### src/rtl/panel_init_pkg.sv
package panel_init_pkg;
    localparam int FRAME_W     = 24;
    localparam int NUM_ENTRIES = 24;
    localparam int ENT_W       = $clog2(NUM_ENTRIES);
    localparam int BIT_W       = $clog2(FRAME_W);

    localparam logic [7:0] ADDR_LEAD = 8'h70;
    localparam logic [7:0] DATA_LEAD = 8'h72;

    typedef struct packed {
        logic [7:0]  addr;
        logic [15:0] data;
    } reg_pair_t;

    // Ordered bring-up table; position in the table is the send order.
    function automatic reg_pair_t init_pair(input logic [ENT_W-1:0] n);
        reg_pair_t p;
        case (n)
            5'd0:  p = '{8'h01, 16'h6300};
            5'd1:  p = '{8'h02, 16'h0200};
            5'd2:  p = '{8'h03, 16'h0177};
            5'd3:  p = '{8'h04, 16'h04C7};
            5'd4:  p = '{8'h05, 16'hFFC0};
            5'd5:  p = '{8'h06, 16'hE806};
            5'd6:  p = '{8'h0A, 16'h4008};
            5'd7:  p = '{8'h0B, 16'h0000};
            5'd8:  p = '{8'h0D, 16'h0030};
            5'd9:  p = '{8'h0E, 16'h2800};
            5'd10: p = '{8'h0F, 16'h0000};
            5'd11: p = '{8'h16, 16'h9F80};
            5'd12: p = '{8'h17, 16'h0A0F};
            5'd13: p = '{8'h1E, 16'h00C1};
            5'd14: p = '{8'h30, 16'h0300};
            5'd15: p = '{8'h31, 16'h0007};
            5'd16: p = '{8'h32, 16'h0000};
            5'd17: p = '{8'h33, 16'h0000};
            5'd18: p = '{8'h34, 16'h0707};
            5'd19: p = '{8'h35, 16'h0004};
            5'd20: p = '{8'h36, 16'h0302};
            5'd21: p = '{8'h37, 16'h0202};
            5'd22: p = '{8'h3A, 16'h0A0D};
            5'd23: p = '{8'h3B, 16'h0806};
            default: p = '0;
        endcase
        return p;
    endfunction
endpackage

### src/rtl/panel_frame_build.sv
module panel_frame_build
    import panel_init_pkg::*;
(
    input  logic [ENT_W-1:0]   entry_i,
    input  logic               data_phase_i,
    output logic [FRAME_W-1:0] frame_o
);
    reg_pair_t pair;

    always_comb begin
        pair = init_pair(entry_i);
        if (data_phase_i)
            frame_o = {DATA_LEAD, pair.data};
        else
            // address byte goes out with bit 7 cleared
            frame_o = {ADDR_LEAD, 8'h00, pair.addr & 8'h7F};
    end
endmodule

### src/rtl/panel_spi_tx.sv
module panel_spi_tx
    import panel_init_pkg::*;
#(
    parameter int CLK_DIV = 4
) (
    input  logic               clk,
    input  logic               rst_n,
    input  logic               start_i,
    input  logic [FRAME_W-1:0] frame_i,
    output logic               fin_o,
    output logic               sclk_o,
    output logic               mosi_o,
    output logic               cs_n_o
);
    localparam int DIV_W = (CLK_DIV > 1) ? $clog2(CLK_DIV) : 1;
    localparam logic [DIV_W-1:0] DIV_LAST = DIV_W'(CLK_DIV - 1);
    localparam logic [BIT_W-1:0] BIT_LAST = BIT_W'(FRAME_W - 1);

    typedef enum logic [1:0] {TX_IDLE, TX_SHIFT, TX_GAP} tx_st_e;

    typedef struct packed {
        tx_st_e             st;
        logic [DIV_W-1:0]   cnt;
        logic [BIT_W-1:0]   bitn;
        logic [FRAME_W-1:0] sh;
        logic               sclk;
        logic               cs_n;
        logic               fin;
    } tx_t;

    tx_t tx_d, tx_q;

    always_comb begin
        tx_d     = tx_q;
        tx_d.fin = 1'b0;
        unique case (tx_q.st)
            TX_IDLE: begin
                if (start_i) begin
                    tx_d.sh   = frame_i;
                    tx_d.cs_n = 1'b0;
                    tx_d.sclk = 1'b0;
                    tx_d.cnt  = '0;
                    tx_d.bitn = '0;
                    tx_d.st   = TX_SHIFT;
                end
            end
            TX_SHIFT: begin
                if (tx_q.cnt == DIV_LAST) begin
                    tx_d.cnt = '0;
                    if (!tx_q.sclk) begin
                        tx_d.sclk = 1'b1;
                    end else begin
                        tx_d.sclk = 1'b0;
                        if (tx_q.bitn == BIT_LAST) begin
                            tx_d.cs_n = 1'b1;
                            tx_d.st   = TX_GAP;
                        end else begin
                            tx_d.bitn = tx_q.bitn + 1'b1;
                            tx_d.sh   = {tx_q.sh[FRAME_W-2:0], 1'b0};
                        end
                    end
                end else begin
                    tx_d.cnt = tx_q.cnt + 1'b1;
                end
            end
            TX_GAP: begin
                if (tx_q.cnt == DIV_LAST) begin
                    tx_d.cnt = '0;
                    tx_d.fin = 1'b1;
                    tx_d.st  = TX_IDLE;
                end else begin
                    tx_d.cnt = tx_q.cnt + 1'b1;
                end
            end
            default: tx_d.st = TX_IDLE;
        endcase
    end

    always_ff @(posedge clk or negedge rst_n) begin
        if (!rst_n) begin
            tx_q      <= '0;
            tx_q.st   <= TX_IDLE;
            tx_q.cs_n <= 1'b1;
        end else begin
            tx_q <= tx_d;
        end
    end

    assign fin_o  = tx_q.fin;
    assign sclk_o = tx_q.sclk;
    assign cs_n_o = tx_q.cs_n;
    assign mosi_o = tx_q.cs_n ? 1'b0 : tx_q.sh[FRAME_W-1];
endmodule

### src/rtl/panel_init_seq.sv
module panel_init_seq
    import panel_init_pkg::*;
#(
    parameter int CLK_DIV = 4
) (
    input  logic clk,
    input  logic rst_n,
    input  logic xfer_err_i,
    input  logic panel_on_req_i,
    input  logic panel_off_req_i,
    output logic sclk_o,
    output logic mosi_o,
    output logic cs_n_o,
    output logic busy_o,
    output logic done_o,
    output logic err_o,
    output logic panel_en_o
);
    localparam logic [ENT_W-1:0] ENT_LAST = ENT_W'(NUM_ENTRIES - 1);

    typedef enum logic [2:0] {SQ_LOAD, SQ_WAIT, SQ_DONE, SQ_ABORT} sq_st_e;

    typedef struct packed {
        sq_st_e           st;
        logic [ENT_W-1:0] entry;
        logic             data_phase;
        logic             busy;
        logic             done;
        logic             err;
        logic             pen;
    } sq_t;

    sq_t sq_d, sq_q;

    logic               tx_start;
    logic               tx_fin;
    logic [FRAME_W-1:0] frame;

    panel_frame_build u_build (
        .entry_i      (sq_q.entry),
        .data_phase_i (sq_q.data_phase),
        .frame_o      (frame)
    );

    panel_spi_tx #(.CLK_DIV(CLK_DIV)) u_tx (
        .clk     (clk),
        .rst_n   (rst_n),
        .start_i (tx_start),
        .frame_i (frame),
        .fin_o   (tx_fin),
        .sclk_o  (sclk_o),
        .mosi_o  (mosi_o),
        .cs_n_o  (cs_n_o)
    );

    assign tx_start = (sq_q.st == SQ_LOAD);

    always_comb begin
        sq_d      = sq_q;
        sq_d.done = 1'b0;
        unique case (sq_q.st)
            SQ_LOAD: sq_d.st = SQ_WAIT;
            SQ_WAIT: begin
                if (tx_fin) begin
                    if (xfer_err_i) begin
                        sq_d.err  = 1'b1;
                        sq_d.busy = 1'b0;
                        sq_d.st   = SQ_ABORT;
                    end else if (!sq_q.data_phase) begin
                        sq_d.data_phase = 1'b1;
                        sq_d.st         = SQ_LOAD;
                    end else if (sq_q.entry == ENT_LAST) begin
                        sq_d.busy = 1'b0;
                        sq_d.done = 1'b1;
                        sq_d.st   = SQ_DONE;
                    end else begin
                        sq_d.entry      = sq_q.entry + 1'b1;
                        sq_d.data_phase = 1'b0;
                        sq_d.st         = SQ_LOAD;
                    end
                end
            end
            SQ_DONE: begin
                if (panel_off_req_i)
                    sq_d.pen = 1'b0;
                else if (panel_on_req_i)
                    sq_d.pen = 1'b1;
            end
            SQ_ABORT: sq_d.st = SQ_ABORT;
            default:  sq_d.st = SQ_ABORT;
        endcase
    end

    always_ff @(posedge clk or negedge rst_n) begin
        if (!rst_n) begin
            sq_q      <= '0;
            sq_q.st   <= SQ_LOAD;
            sq_q.busy <= 1'b1;
        end else begin
            sq_q <= sq_d;
        end
    end

    assign busy_o     = sq_q.busy;
    assign done_o     = sq_q.done;
    assign err_o      = sq_q.err;
    assign panel_en_o = sq_q.pen;
endmodule

### config.mk
export PLATFORM = sky130hd
export DESIGN_NAME = panel_init_seq
export DESIGN_NICKNAME = d
export VERILOG_FILES = /design/src/rtl/panel_init_pkg.sv /design/src/rtl/panel_frame_build.sv /design/src/rtl/panel_spi_tx.sv /design/src/rtl/panel_init_seq.sv
export SDC_FILE = /design/constraint.sdc
export NUM_CORES = 1
export LEC_CHECK = 0
export ABC_AREA = 1
export BUFFER_PORTS_ARGS = -buffer_cell sky130_fd_sc_hd__buf_2
export CAP_MARGIN = 20
export CORE_MARGIN = 3
export CORE_UTILIZATION = 55
export DETAILED_ROUTE_END_ITERATION = 10
export PLACE_DENSITY = 0.72
export SYNTH_ARGS = -nofsm -noshare
export SYNTH_HDL_FRONTEND = slang
export SYNTH_HIERARCHICAL = 1
export SYNTH_SLANG_ARGS = --single-unit
### constraint.sdc
create_clock -name clk -period 2.5 [get_ports clk]
set_input_delay 0.5 -clock clk [delete_from_list [all_inputs] [get_ports clk]]
set_output_delay 0.5 -clock clk [all_outputs]
set_load 0.01 [all_outputs]
After elaboration in Yosys (flattened, before gate mapping)
Memory sizes are Yosys's and may differ from the RTL's.
Cells that the tools add are included.
{"block": "classes", "add_sub_neg": 3, "eq_ne": 14, "n_mux": 36, "bitwise_logic": 3, "n_reduce_logical": 19}
{"cell": "31-bit one-hot mux with 2 select lines", "n": 1}
{"cell": "29-bit two-way mux", "n": 2}
{"cell": "35-bit two-way mux", "n": 1}
{"cell": "31-bit two-way mux", "n": 1}
{"cell": "2-bit two-way mux", "n": 11}
{"cell": "5-bit AND reduction", "n": 4}
{"cell": "18-bit two-way mux", "n": 1}
{"cell": "1-bit two-way mux", "n": 12}
{"cell": "12-bit two-way mux", "n": 1}
{"cell": "6-bit two-way mux", "n": 2}
{"cell": "5-bit by 1-bit adder with 5-bit output (second input constant)", "n": 2}
{"cell": "5-bit equality test (second input constant)", "n": 2}
{"cell": "2-bit by 1-bit inequality test with 1-bit output (second input constant)", "n": 5}
{"cell": "2-bit nonzero test", "n": 5}
{"cell": "3-bit one-hot mux with 3 select lines", "n": 1}
{"cell": "3-bit AND reduction", "n": 3}
{"cell": "2-bit one-hot mux with 3 select lines", "n": 1}
{"cell": "2-bit AND reduction", "n": 3}
{"cell": "5-bit two-way mux", "n": 1}
{"cell": "2-bit equality test (second input constant)", "n": 2}
{"cell": "2-bit inequality test (second input constant)", "n": 2}
{"cell": "2-bit one-hot mux with 2 select lines", "n": 1}
{"cell": "4-bit AND reduction", "n": 1}
{"cell": "3-bit by 1-bit equality test with 1-bit output (second input constant)", "n": 1}
{"cell": "7 further kinds", "n": 9}
{"block": "word_totals", "reg_bits": 49, "romBits": 704, "in_bits": 5, "elab_cells": 90, "mem_count": 1}
{"name": "(name not given)", "depth": 32, "word_bits": 22, "rd": 1, "rd_clocked_by_memory_dff": 0, "write_ports": 0, "line": "panel_init_pkg.sv:18", "text": "case (n)"}

Logic depth before layout (Yosys ltp)
Gate-level depths: netlist (run 1).
{"block": "depth", "ltp_word": 6, "mapped_depth": 13, "mapped_depth_nobuf": 13}

Cells and area by module
Netlist (run 1), hierarchy kept.
{"module": "panel_spi_tx", "n_inst": 1, "cells_per_inst": 277, "area_per_inst_um2": 1956.9, "seq_area_each_um2": 902.1}
{"module": "panel_frame_build", "n_inst": 1, "cells_per_inst": 142, "area_per_inst_um2": 748.2, "seq_area_each_um2": 0.0}
{"module": "panel_init_seq", "n_inst": 1, "cells_per_inst": 76, "area_per_inst_um2": 649.4, "seq_area_each_um2": 301.5}

Least setup slack after synthesis (run 1)
No wires, ideal clock.
{"block": "synth_timing", "path_type": "register -> register", "start": "register sq_q[6] (netlist bit)", "end": "register u_tx/tx_q[4] (netlist bit)", "setup_time_ns": 0.117, "t_arrival_ns": 1.559, "required_ns": 2.383, "path_slack_ns": 0.824, "path_stages_with_launch": 14, "path_buffers": 0, "synth_period_minus_slack_ns": 1.676, "cell_sequence": "dfrtp_1 > inv_1 > ha_1 > inv_1 > nand3_1 > nand2_1 > nand2_1 > nor2_1 > nor2_1 > nand2_1 > nand2_1 > nand2_1 > nand2_1 > nand2_1"}
{"block": "synth_between", "elab_chain_len": 4}
{"item": "start, declared", "line": "panel_init_seq.sv:33", "text": "sq_t sq_d, sq_q;"}
{"item": "start signal, assigned", "line": "panel_init_seq.sv:100", "text": "sq_q <= sq_d;"}
{"item": "memory read 32 x 22 bit"}
{"item": "18-bit two-way mux", "line": "panel_frame_build.sv:12", "text": "if (data_phase_i)"}
{"item": "net frame[1]", "line": "panel_init_seq.sv:37", "text": "logic [FRAME_W-1:0] frame;"}
{"item": "35-bit two-way mux", "line": "panel_spi_tx.sv:38", "text": "if (start_i) begin"}
{"item": "31-bit one-hot mux with 2 select lines", "line": "panel_spi_tx.sv:36", "text": "unique case (tx_q.st)"}
{"item": "end signal, assigned", "line": "panel_spi_tx.sv:85", "text": "tx_q <= tx_d;"}
{"item": "end, declared", "line": "panel_spi_tx.sv:31", "text": "tx_t tx_d, tx_q;"}
The timed path passes the listed nets, and every way through them passes these cells. The select of a mux whose other input is x is not followed.
A chain may end at the register's enable or synchronous reset.

Worst setup path after layout (run 1)
{"block": "layout_timing", "start": "register sq_q[6] (netlist bit)", "end": "register u_tx/tx_q[12] (netlist bit)"}
The elaborated chain is that of the path after synthesis.

==> metrics.md, run 1 <==
| Metric | Value |
|---|---|
| Antenna violations before repair | 0 |
| Reg-to-Reg End | u_tx/tx_q[12] |
| CP startpoint kind | flop |
| Crit path DAT | 2.25 ns |
| R2r setup slk | 0.45 ns |
| Synth top area cells | dfrtp_1 (34%), nand2_1 (26%), ha_1 (6.3%) |
| Critical Path End Type | flop |
| Die width | ~84 µm |
| # nets final | 526 |
| Register area share after synthesis | 0.359 |
| Clock Skew | 0.00535 ns |
| First-pass GRT wire length | ~13000 µm |
| Critical Path RT | ~2.7 ns |
| Hold Vio Cnt, Final | 0 |
| Root buf cell | clkbuf_8 |
| Number of setup buffers added after CTS | 0 |
| MaxCap Viol Count | 0 |
| Clock transition at the registers of the reported paths | approximately 0.090 ns |
| First drt pass iteration count | 4 |
| PortBufs | 11 |
| Reg2reg path depth | 12 |
| Die footprint | 0.00707 mm² |
| DR vias | 2916 |
| ANT nets after route | 0 |
| Synth Cell Area | 0.00335 mm² |
| Critical Path Start | sq_q[6] |
| Power Density | about 370 mW/mm² |
| # hold bufs at CTS | 0 |
| Post-synth top area cell | dfrtp_1 |
| Post-synth EDFFs | 0 |
| Worst vdd ir | 0.245 mV |
| Cell area after placement | between 0.003 and 0.004 mm² |
| DRC Markers | 0 |
| Status | finished, final reports clean |
| Detailed Place HPWL | 5020 µm |
| Die span in y | 84.1 µm |
| Synthesized instance count | 495 |
| WL final | 7180 µm |
| Synthesis warning total | 6 |
| # IOs | 12 |
| Core Footprint | 0.00571 mm² |
| Netlist cell types | 35 |
| Number of global-route vias before repair | about 2800 |
| WS Path Type | flop to flop |
| Number of diodes | 0 |
| Setup WS pre-CTS | 0.461 ns |
| Initial Utilization | 0.588 |
| Main flop type after synthesis | dfrtp_1 |
| Register bit total from synthesis | 48 |
| Initial drt markers | around 190 |
| FF-to-FF Start | sq_q[6] |
| H-tree depth | 2 |
| HP Class | primary input to async pin |
| Leak | 1.95 nW |
| Final WS setup | between 0.4 and 0.5 ns |
| Worst-Skew Late Latency | 0.31 ns |
| Ys async rst share | 1.00 |
| Pin count of the biggest net entering global routing | 49 |
| TNS Setup | 0 ns |
| Period utilisation layout | 0.819 |
| Via density | 5.05 |
| Synth-to-layout area growth | 4.96% |
| Clock sinks | 48 |
| Worst Tran Pin Value | 0.611 ns |
| CTS Buf Count | 5 |
| CP max FO | 16 |
| Fmax | 0.489 GHz |
| Wire per inst | roughly 12 µm |
| Final Critical Period | 2.05 ns |
| Layout cell share with drive strength beyond 1 | 0.117 |
| Final cell area excluding filler cells | 0.00352 mm² |
| Slew headroom | 0.593 |
| GRT Total Usage | 0.216 |
| Avg Synthesized Cell Area | approximately 6.8 µm² |
| Final Setup Violations | 0 |
| CTS tree | yes |
| Tot Pwr | 1.30 mW |
| Area share of the largest cell type after synthesis | 0.343 |
| Slew Viols, Final | 0 |
| RSZ-0062 raised after global routing | no |
| CTS Buffer Depth | 2 |
| Worst Setup EP | u_tx/tx_q[12] |
| Row count | 27 |
| Final Wtd Congestion | between 0.9 and 1 |
| GR Overflow Total | 0 |
| # resized after CTS | 0 |
-- cells by family after synthesis --
kind of cell / Yosys count / synth area share
and+or+nand+nor: 323 / 0.415
buffers and inverters: 66 / 0.0947
DFF: 48 / 0.359
AOI/OAI and AO/OA: 38 / 0.0630
adders and majority gates: 17 / 0.0634
other: 2 / 0.00224
xor gates and xnor gates: 1 / 0.00261
-- synth_stat cells (2+ instances only) --
cell type and instances:
nand2_1 235, conb_1 2, o21ai_1 2, buf_2 5
o211ai_1 2, nor2_4 3, nor3_1 4, nor3_2 2
a21oi_1 17, nand3_4 2, nor2_1 34, clkbuf_1 2
nand3_1 21, nand2_2 8, nand4_1 5, nor2_8 2
o21ai_0 10, buf_6 2, dfstp_2 2, nor2_2 5
dfrtp_1 46, a211oi_1 2, inv_1 35, ha_1 17
buf_4 13, inv_2 8
-- placed cells by master (no fill, tap or decap), types with 2 or more instances in the layout --
| cell type | instances |
|---|---|
| nand3_4 | 2 |
| nor2_1 | 34 |
| conb_1 | 7 |
| nand2_1 | 235 |
| buf_4 | 8 |
| buf_2 | 11 |
| inv_2 | 8 |
| nand2_2 | 8 |
| nor3_1 | 4 |
| dfrtp_1 | 46 |
| a21oi_1 | 17 |
| nand3_1 | 21 |
| a211oi_1 | 2 |
| dfstp_2 | 2 |
| nor2_8 | 2 |
| nand4_1 | 5 |
| o21ai_1 | 2 |
| nor2_2 | 5 |
| o211ai_1 | 2 |
| nor3_2 | 2 |
| ha_1 | 17 |
| clkbuf_8 | 6 |
| o21ai_0 | 10 |
| nor2_4 | 3 |
| inv_1 | 35 |
-- sequential cells by signal, summed over array words and instances, names as in the netlist --
| register | count |
|---|---|
| busy_o | 1 |
| done_o | 1 |
| err_o | 1 |
| panel_en_o | 1 |
| sq_q | 8 |
| u_tx/cs_n_o | 1 |
| u_tx/fin_o | 1 |
| u_tx/sclk_o | 1 |
| u_tx/tx_q | 33 |
-- stage by stage --
stage,util,cells,hold WS (ns)
after global routing,0.617,577,0.341
after floorplan,-,500,0.204
after CTS,0.617,577,0.308
final,0.617,577,0.279
after detailed placement,0.600,569,0.429
after global placement,0.600,569,0.432
-- worst max-delay path, cell delays in order (launching register included) --
cell     delay, ns
dfrtp_1       0.70
inv_1         0.19
ha_1          0.26
nand2_2       0.15
nand2_2       0.11
nor2_1        0.10
nor2_1        0.04
nand2_1       0.08
a21oi_1       0.06
nand2_1       0.08
nand2_1       0.05
nand2_1       0.06
nand2_1       0.05
-- worst min path at each step --
stage,start,endpoint,depth (start not counted)
5_1_grt,rst_n,sq_q[5],2
4_1_cts,rst_n,u_tx/tx_q[11],2
2_1_floorplan,rst_n,done_o,0
3_3_place_gp,busy_o,busy_o,2
6_report,rst_n,u_tx/tx_q[9],2
3_5_place_dp,busy_o,busy_o,2
-- area by class of cell --
type | instances | area (µm²)
clock inverter | 1 | 8.76
timing repair buffer | 19 | 115
fill | 545 | 2190
sequential | 48 | 1200
inverter | 44 | 165
multi-input combinational | 386 | 1850
tap | 72 | 90.1
clock buffer | 7 | 86.3
-- per-layer routing --
layer / share of wire / vias up / global-route usage
met1: 0.49 / 1325 / 0.297
li1: - / 1536 / -
met3: 0.031 / 7 / 0.0237
met5: 0 / - / 0
met2: 0.46 / 48 / 0.353
met4: 0.0097 / 0 / 0.0760
-- power by group --
part           switching [mW]  internal [mW]
combinational          0.0202        0.00582
sequential                  0          0.776
clock                   0.269          0.227
total                   0.289           1.01
No activity file was read; power rests on OpenSTA's default activity.
==> run 2: changes to the inputs <==
Settings changed: PLACE_DENSITY 0.72 to 0.75.
Clock period 2.5 ns to 1.7 ns, I/O delays scaled along.
==> metrics.md, run 2 (synthesis results as in run 1) <==
| Metric | Value |
|---|---|
| CP max stage cell | dfrtp_1 |
| Most common cell after layout, fill and taps aside | nand2_1 |
| HP Class | primary input to flop |
| Hold Vio Cnt, Final | 0 |
| GRT Total Usage | 0.215 |
| Buffers & Inverters on Critical Path | 3 |
| Die footprint | 0.00707 mm² |
| Slew Viols, Final | 0 |
| ANT nets after route | 0 |
| Detailed Place HPWL | roughly 5200 µm |
| Fin cells | 600 |
| CP max FO | 25 |
| Status | finished, final reports clean |
| Root buf cell | clkbuf_8 |
| PortBufs | 11 |
| Leak | 2.09 nW |
| H-tree depth | 2 |
| Most frequent CP cell | nand2_1 |
| Wire per inst | 12.3 µm |
| CP startpoint kind | flop |
| RSZ-0062 raised after global routing | yes |
| Family with the most delay on the worst path | simple AND/OR/NAND/NOR gates |
| Layout cell share with drive strength beyond 1 | 0.176 |
| Core Footprint | 0.00571 mm² |
| GR Overflow Total | 0 |
| Final Critical Period | 1.61 ns |
| Placed instance count | 589 |
| Critical Path End Type | flop |
| TNS Setup | 0 ns |
| WL final | around 7400 µm |
| Tot Pwr | 2.19 mW |
| Antenna violations before repair | 0 |
| Critical path, cell by cell | inv_1 -> ha_2 -> inv_2 -> nor3_2 -> nor2_4 -> buf_12 -> nand2_1 -> nand2_1 |
| DRC Markers | 0 |
| CTS Buf Count | 5 |
| Number of global-route vias before repair | about 2900 |
| Fmax | 0.621 GHz |
| Worst-Skew Late Latency | about 0.30 ns |
| Clock Skew | 0.00411 ns |
| Clock transition at the registers of the reported paths | 0.09 ns |
| Initial Utilization | 0.588 |
| Number of diodes | 0 |
| # nets final | approximately 550 |
| Row count | 27 |
| Final Setup Violations | 0 |
| Worst vdd ir | 0.350 mV |
| Pin count of the biggest net entering global routing | 32 |
| # IOs | 12 |
| Max FFs per register | 33 |
| Period utilisation layout | 0.947 |
| CTS Buffer Depth | 2 |
| Delay of the slowest critical-path stage | 0.41 ns |
| Synth-to-layout area growth | 13.7% |
| Commonest cells after routing, fill and taps aside | nand2_1 (233), dfrtp_1 (46), inv_1 (35) |
| Final Wtd Congestion | 0.982 |
| MaxCap Viol Count | 0 |
| Die span in y | roughly 84 µm |
| Initial drt markers | 290 |
| Most flops, register | u_tx/tx_q |
| Die width | 84.1 µm |
| First-pass GRT wire length | 12800 µm |
| Largest regs | u_tx/tx_q: 33 flops, sq_q: 8 flops |
| Clock sinks | 48 |
| Critical Path RT | 1.90 ns |
| WS Path Type | flop to flop |
| Crit path DAT | 1.81 ns |
| Power Density | 575 mW/mm² |
| Via density | about 5.2 |
| DR vias | 3132 |
| CTS tree | yes |
| First drt pass iteration count | 4 |
run 2: changes by cell type in the layout (fill, tap and decap cells not counted), moves of 2 or more:
cell and delta:
buf_4 +19, bufinv_16 +2, ha_1 -4, nor2_2 +2
nor2_1 -2, nand2_1 -2, ha_2 +4, a21oi_1 -2
a21oi_2 +2, buf_12 +3
run 2: timing repair:
action	CTS	global route
hold buffers	1	0
endpoints found under the setup margin	0	32
hold endpoints to repair	16	0
buffers inserted	0	2
gates resized for setup	0	12
run 2: worst paths after layout:
| path | from | endpoint | slack, ns | cells past startpoint |
|---|---|---|---|---|
| max | u_tx/tx_q[35] | u_tx/tx_q[17] | 0.09 | 8 |
| min | panel_off_req_i | panel_en_o | 0.22 | 2 |
| max reg2reg | u_tx/tx_q[35] | u_tx/tx_q[17] | 0.09 | 8 |
| min reg2reg | busy_o | busy_o | 0.44 | 2 |
| max in group asynchronous | rst_n | busy_o | 0.61 | 3 |
| min in group asynchronous | rst_n | u_tx/tx_q[12] | 0.50 | 2 |
run 2: cell type report:
type | count | area [µm²]
Clock inverter | 3 | 68.8
Tap cell | 72 | 90.1
Sequential cell | 48 | 1200
Clock buffer | 5 | 68.8
Fill cell | 502 | 1900
Inverter | 44 | 165
Multi-Input combinational cell | 386 | 1890
Timing Repair Buffer | 42 | 328
run 2: metrics by stage:
step	worst slack, ns	instance area (µm²)	hold slack [ns]	utilization
final	0.0899	3810	0.218	0.668
after global routing	-0.0238	3810	0.214	0.668
after CTS	0.0123	3760	0.206	0.659
after detailed placement	0.0329	3610	0.306	0.633
after global placement	0.0971	3610	0.304	0.633
after floorplan	0.0242	3370	0.0444	-
run 2: report_power, final:
group / internal (mW) / switching, mW / total (mW)
Combinational: 0.0132 / 0.0308 / 0.0439
Sequential: 1.14 / 0 / 1.14
Clock: 0.592 / 0.414 / 1.01
Total: 1.75 / 0.445 / 2.19
run 2: per-layer routing:
layer / global-route usage / wire, µm / share of wire
met1: 0.289 / 3440 / 0.47
met2: 0.352 / 3430 / 0.47
met3: 0.0365 / 389 / 0.053
met4: 0.0658 / 108 / 0.015
met5: 0 / 0 / 0
==> run 3: changes to the inputs <==
Settings changed: PLACE_DENSITY 0.75 to 0.72, RECOVER_POWER set to 100.
Clock period 1.7 ns to 1.5 ns, I/O delays scaled along.
==> metrics.md, run 3 (synthesis results as in run 1) <==
| Metric | Value |
|---|---|
| Final Critical Period | 1.58 ns |
| First-pass GRT wire length | 13800 µm |
| Clock sinks | 48 |
| Period utilisation layout | 1.05 |
| FF-to-FF Start | sq_q[6] |
| DR vias | between 3000 and 4000 |
| Row count | 27 |
| Status | finished, violations left |
| First drt pass iteration count | 4 |
| Hold Vio Cnt, Final | 0 |
| Slew Viols, Final | 0 |
| ANT nets after route | 0 |
| Wire per inst | 12.8 µm |
| Clock Skew | 0.0114 ns |
| # IOs | 12 |
| GRT Total Usage | 0.236 |
| CTS tree | yes |
| CP max FO | 7 |
| Fmax | 0.632 GHz |
| Slew headroom | 0.549 |
| PortBufs | 11 |
| CTS Buf Count | 5 |
| CTS Buffer Depth | 2 |
| Via density | 5.13 |
| Layout cell share with drive strength beyond 1 | 0.249 |
| Largest regs | u_tx/tx_q: 33 flops, sq_q: 8 flops |
| RSZ-0062 raised after global routing | yes |
| Initial Utilization | 0.588 |
| Filler Cell Count | 463 |
| Detailed Place HPWL | 5600 µm |
| Leak | between 2 and 2.5 nW |
| Die span in y | 84.1 µm |
| Worst vdd ir | 0.772 mV |
| Final cell area excluding filler cells | 0.00414 mm² |
| Final Wtd Congestion | 0.941 |
| # nets final | 576 |
| DRC Markers | 0 |
| HP Class | primary input to flop |
| Tot Pwr | 2.47 mW |
| GR Overflow Total | 0 |
| Hold WS | 0.189 ns |
| Most common cell after layout, fill and taps aside | nand2_1 |
| Number of global-route vias before repair | 3087 |
| Synth-to-layout area growth | 23.3% |
| WL final | 8030 µm |
| Pin count of the biggest net entering global routing | 49 |
| HP Start | panel_off_req_i |
| Initial drt markers | 298 |
| Cell area after placement | around 0.0038 mm² |
| MaxCap Viol Count | 0 |
| Number of diodes | 0 |
| Commonest cells after routing, fill and taps aside | nand2_1 (222), buf_4 (48), dfrtp_1 (42) |
| Die width | 84.1 µm |
| Die footprint | 0.00707 mm² |
| CP startpoint kind | flop |
| Worst-Skew Late Latency | 0.31 ns |
| Antenna violations before repair | 0 |
| Core Footprint | 0.00571 mm² |
| Worst Tran Pin Value | 0.677 ns |
| Critical Path End Type | flop |
| Setup WS pre-CTS | -0.0863 ns |
| Final WS setup | -0.0810 ns |
| Crit path DAT | ~1.8 ns |
| Final Setup Violations | 32 |
| Max FFs per register | 33 |
| Critical Path RT | 1.70 ns |
| Clock transition at the registers of the reported paths | ~0.090 ns |
| Failing checks | setup timing |
| Util after Layout | 0.724 |
| Root buf cell | clkbuf_8 |
| H-tree depth | 2 |
| Power Density | 596 mW/mm² |
| WS Path Type | flop to flop |
| Most flops, register | u_tx/tx_q |
| Critical Path Start | sq_q[6] |
[run 3: cell count changes in the layout (fill, tap and decap cells not counted), moves of 4 or more]
cell,delta
dfrtp_2,+4
inv_1,-5
buf_4,+21
clkbuf_1,+6
ha_4,+5
dfrtp_1,-4
buf_2,-4
nand2_1,-11
nand2_2,+8
[run 3: through the flow]
step	instances	setup TNS, ns
5_1_grt	627	-5.24
3_5_place_dp	614	-1.34
6_report	627	-0.710
4_1_cts	626	-0.475
3_3_place_gp	614	-0.803
2_1_floorplan	500	-0.0124
[run 3: final cells by class]
class / count / area [µm²] / area share
tap: 72 / 90.1 / 0.0218
sequential: 48 / 1210 / 0.292
clock inverter: 3 / 68.8 / 0.0166
timing repair buffer: 69 / 517 / 0.125
inverter: 44 / 170 / 0.0411
clock buffer: 5 / 68.8 / 0.0166
multi-input combinational: 386 / 2010 / 0.487
[run 3: report_power, final]
group          internal (mW)  leakage, nW  switching (mW)  total, mW
Sequential              1.29        0.605               0       1.29
Combinational         0.0112         1.54          0.0346     0.0458
Clock                  0.671       0.0687           0.457       1.13
[run 3: what timing repair did]
action	4_1_cts	5_1_grt
hold buffers	1	0
gates resized for setup	25	28
gates cloned	0	0
endpoints found under the setup margin	37	42
buffers inserted	3	1
pin swaps	6	8
endpoints found under the hold margin	46	0
[run 3: final timing paths]
kind / endpoint / slack (ns) / depth (start not counted)
setup / recovery: u_tx/tx_q[7] / -0.08 / 10
hold / removal: panel_en_o / 0.19 / 2
setup reg to reg: u_tx/tx_q[7] / -0.08 / 10
hold reg to reg: busy_o / 0.46 / 2
max in group asynchronous: sq_q[9] / 0.34 / 3
min in group asynchronous: sq_q[5] / 0.67 / 3
[run 3: critical path, cell delays in order, from the launching register on]
cell and delay [ns]:
dfrtp_2 0.48, buf_4 0.19, ha_1 0.20, nor2_2 0.13, nor2_1 0.06, o21ai_0 0.14
nand2_1 0.06, nand2_1 0.06, nand2_1 0.04, nand2_1 0.06, nand2_1 0.05
[run 3: metal layers]
metal / share of wire / track usage
met3: 0.041 / 0.0385
met2: 0.46 / 0.367
met5: 0 / 0
met1: 0.48 / 0.337
met4: 0.018 / 0.0716
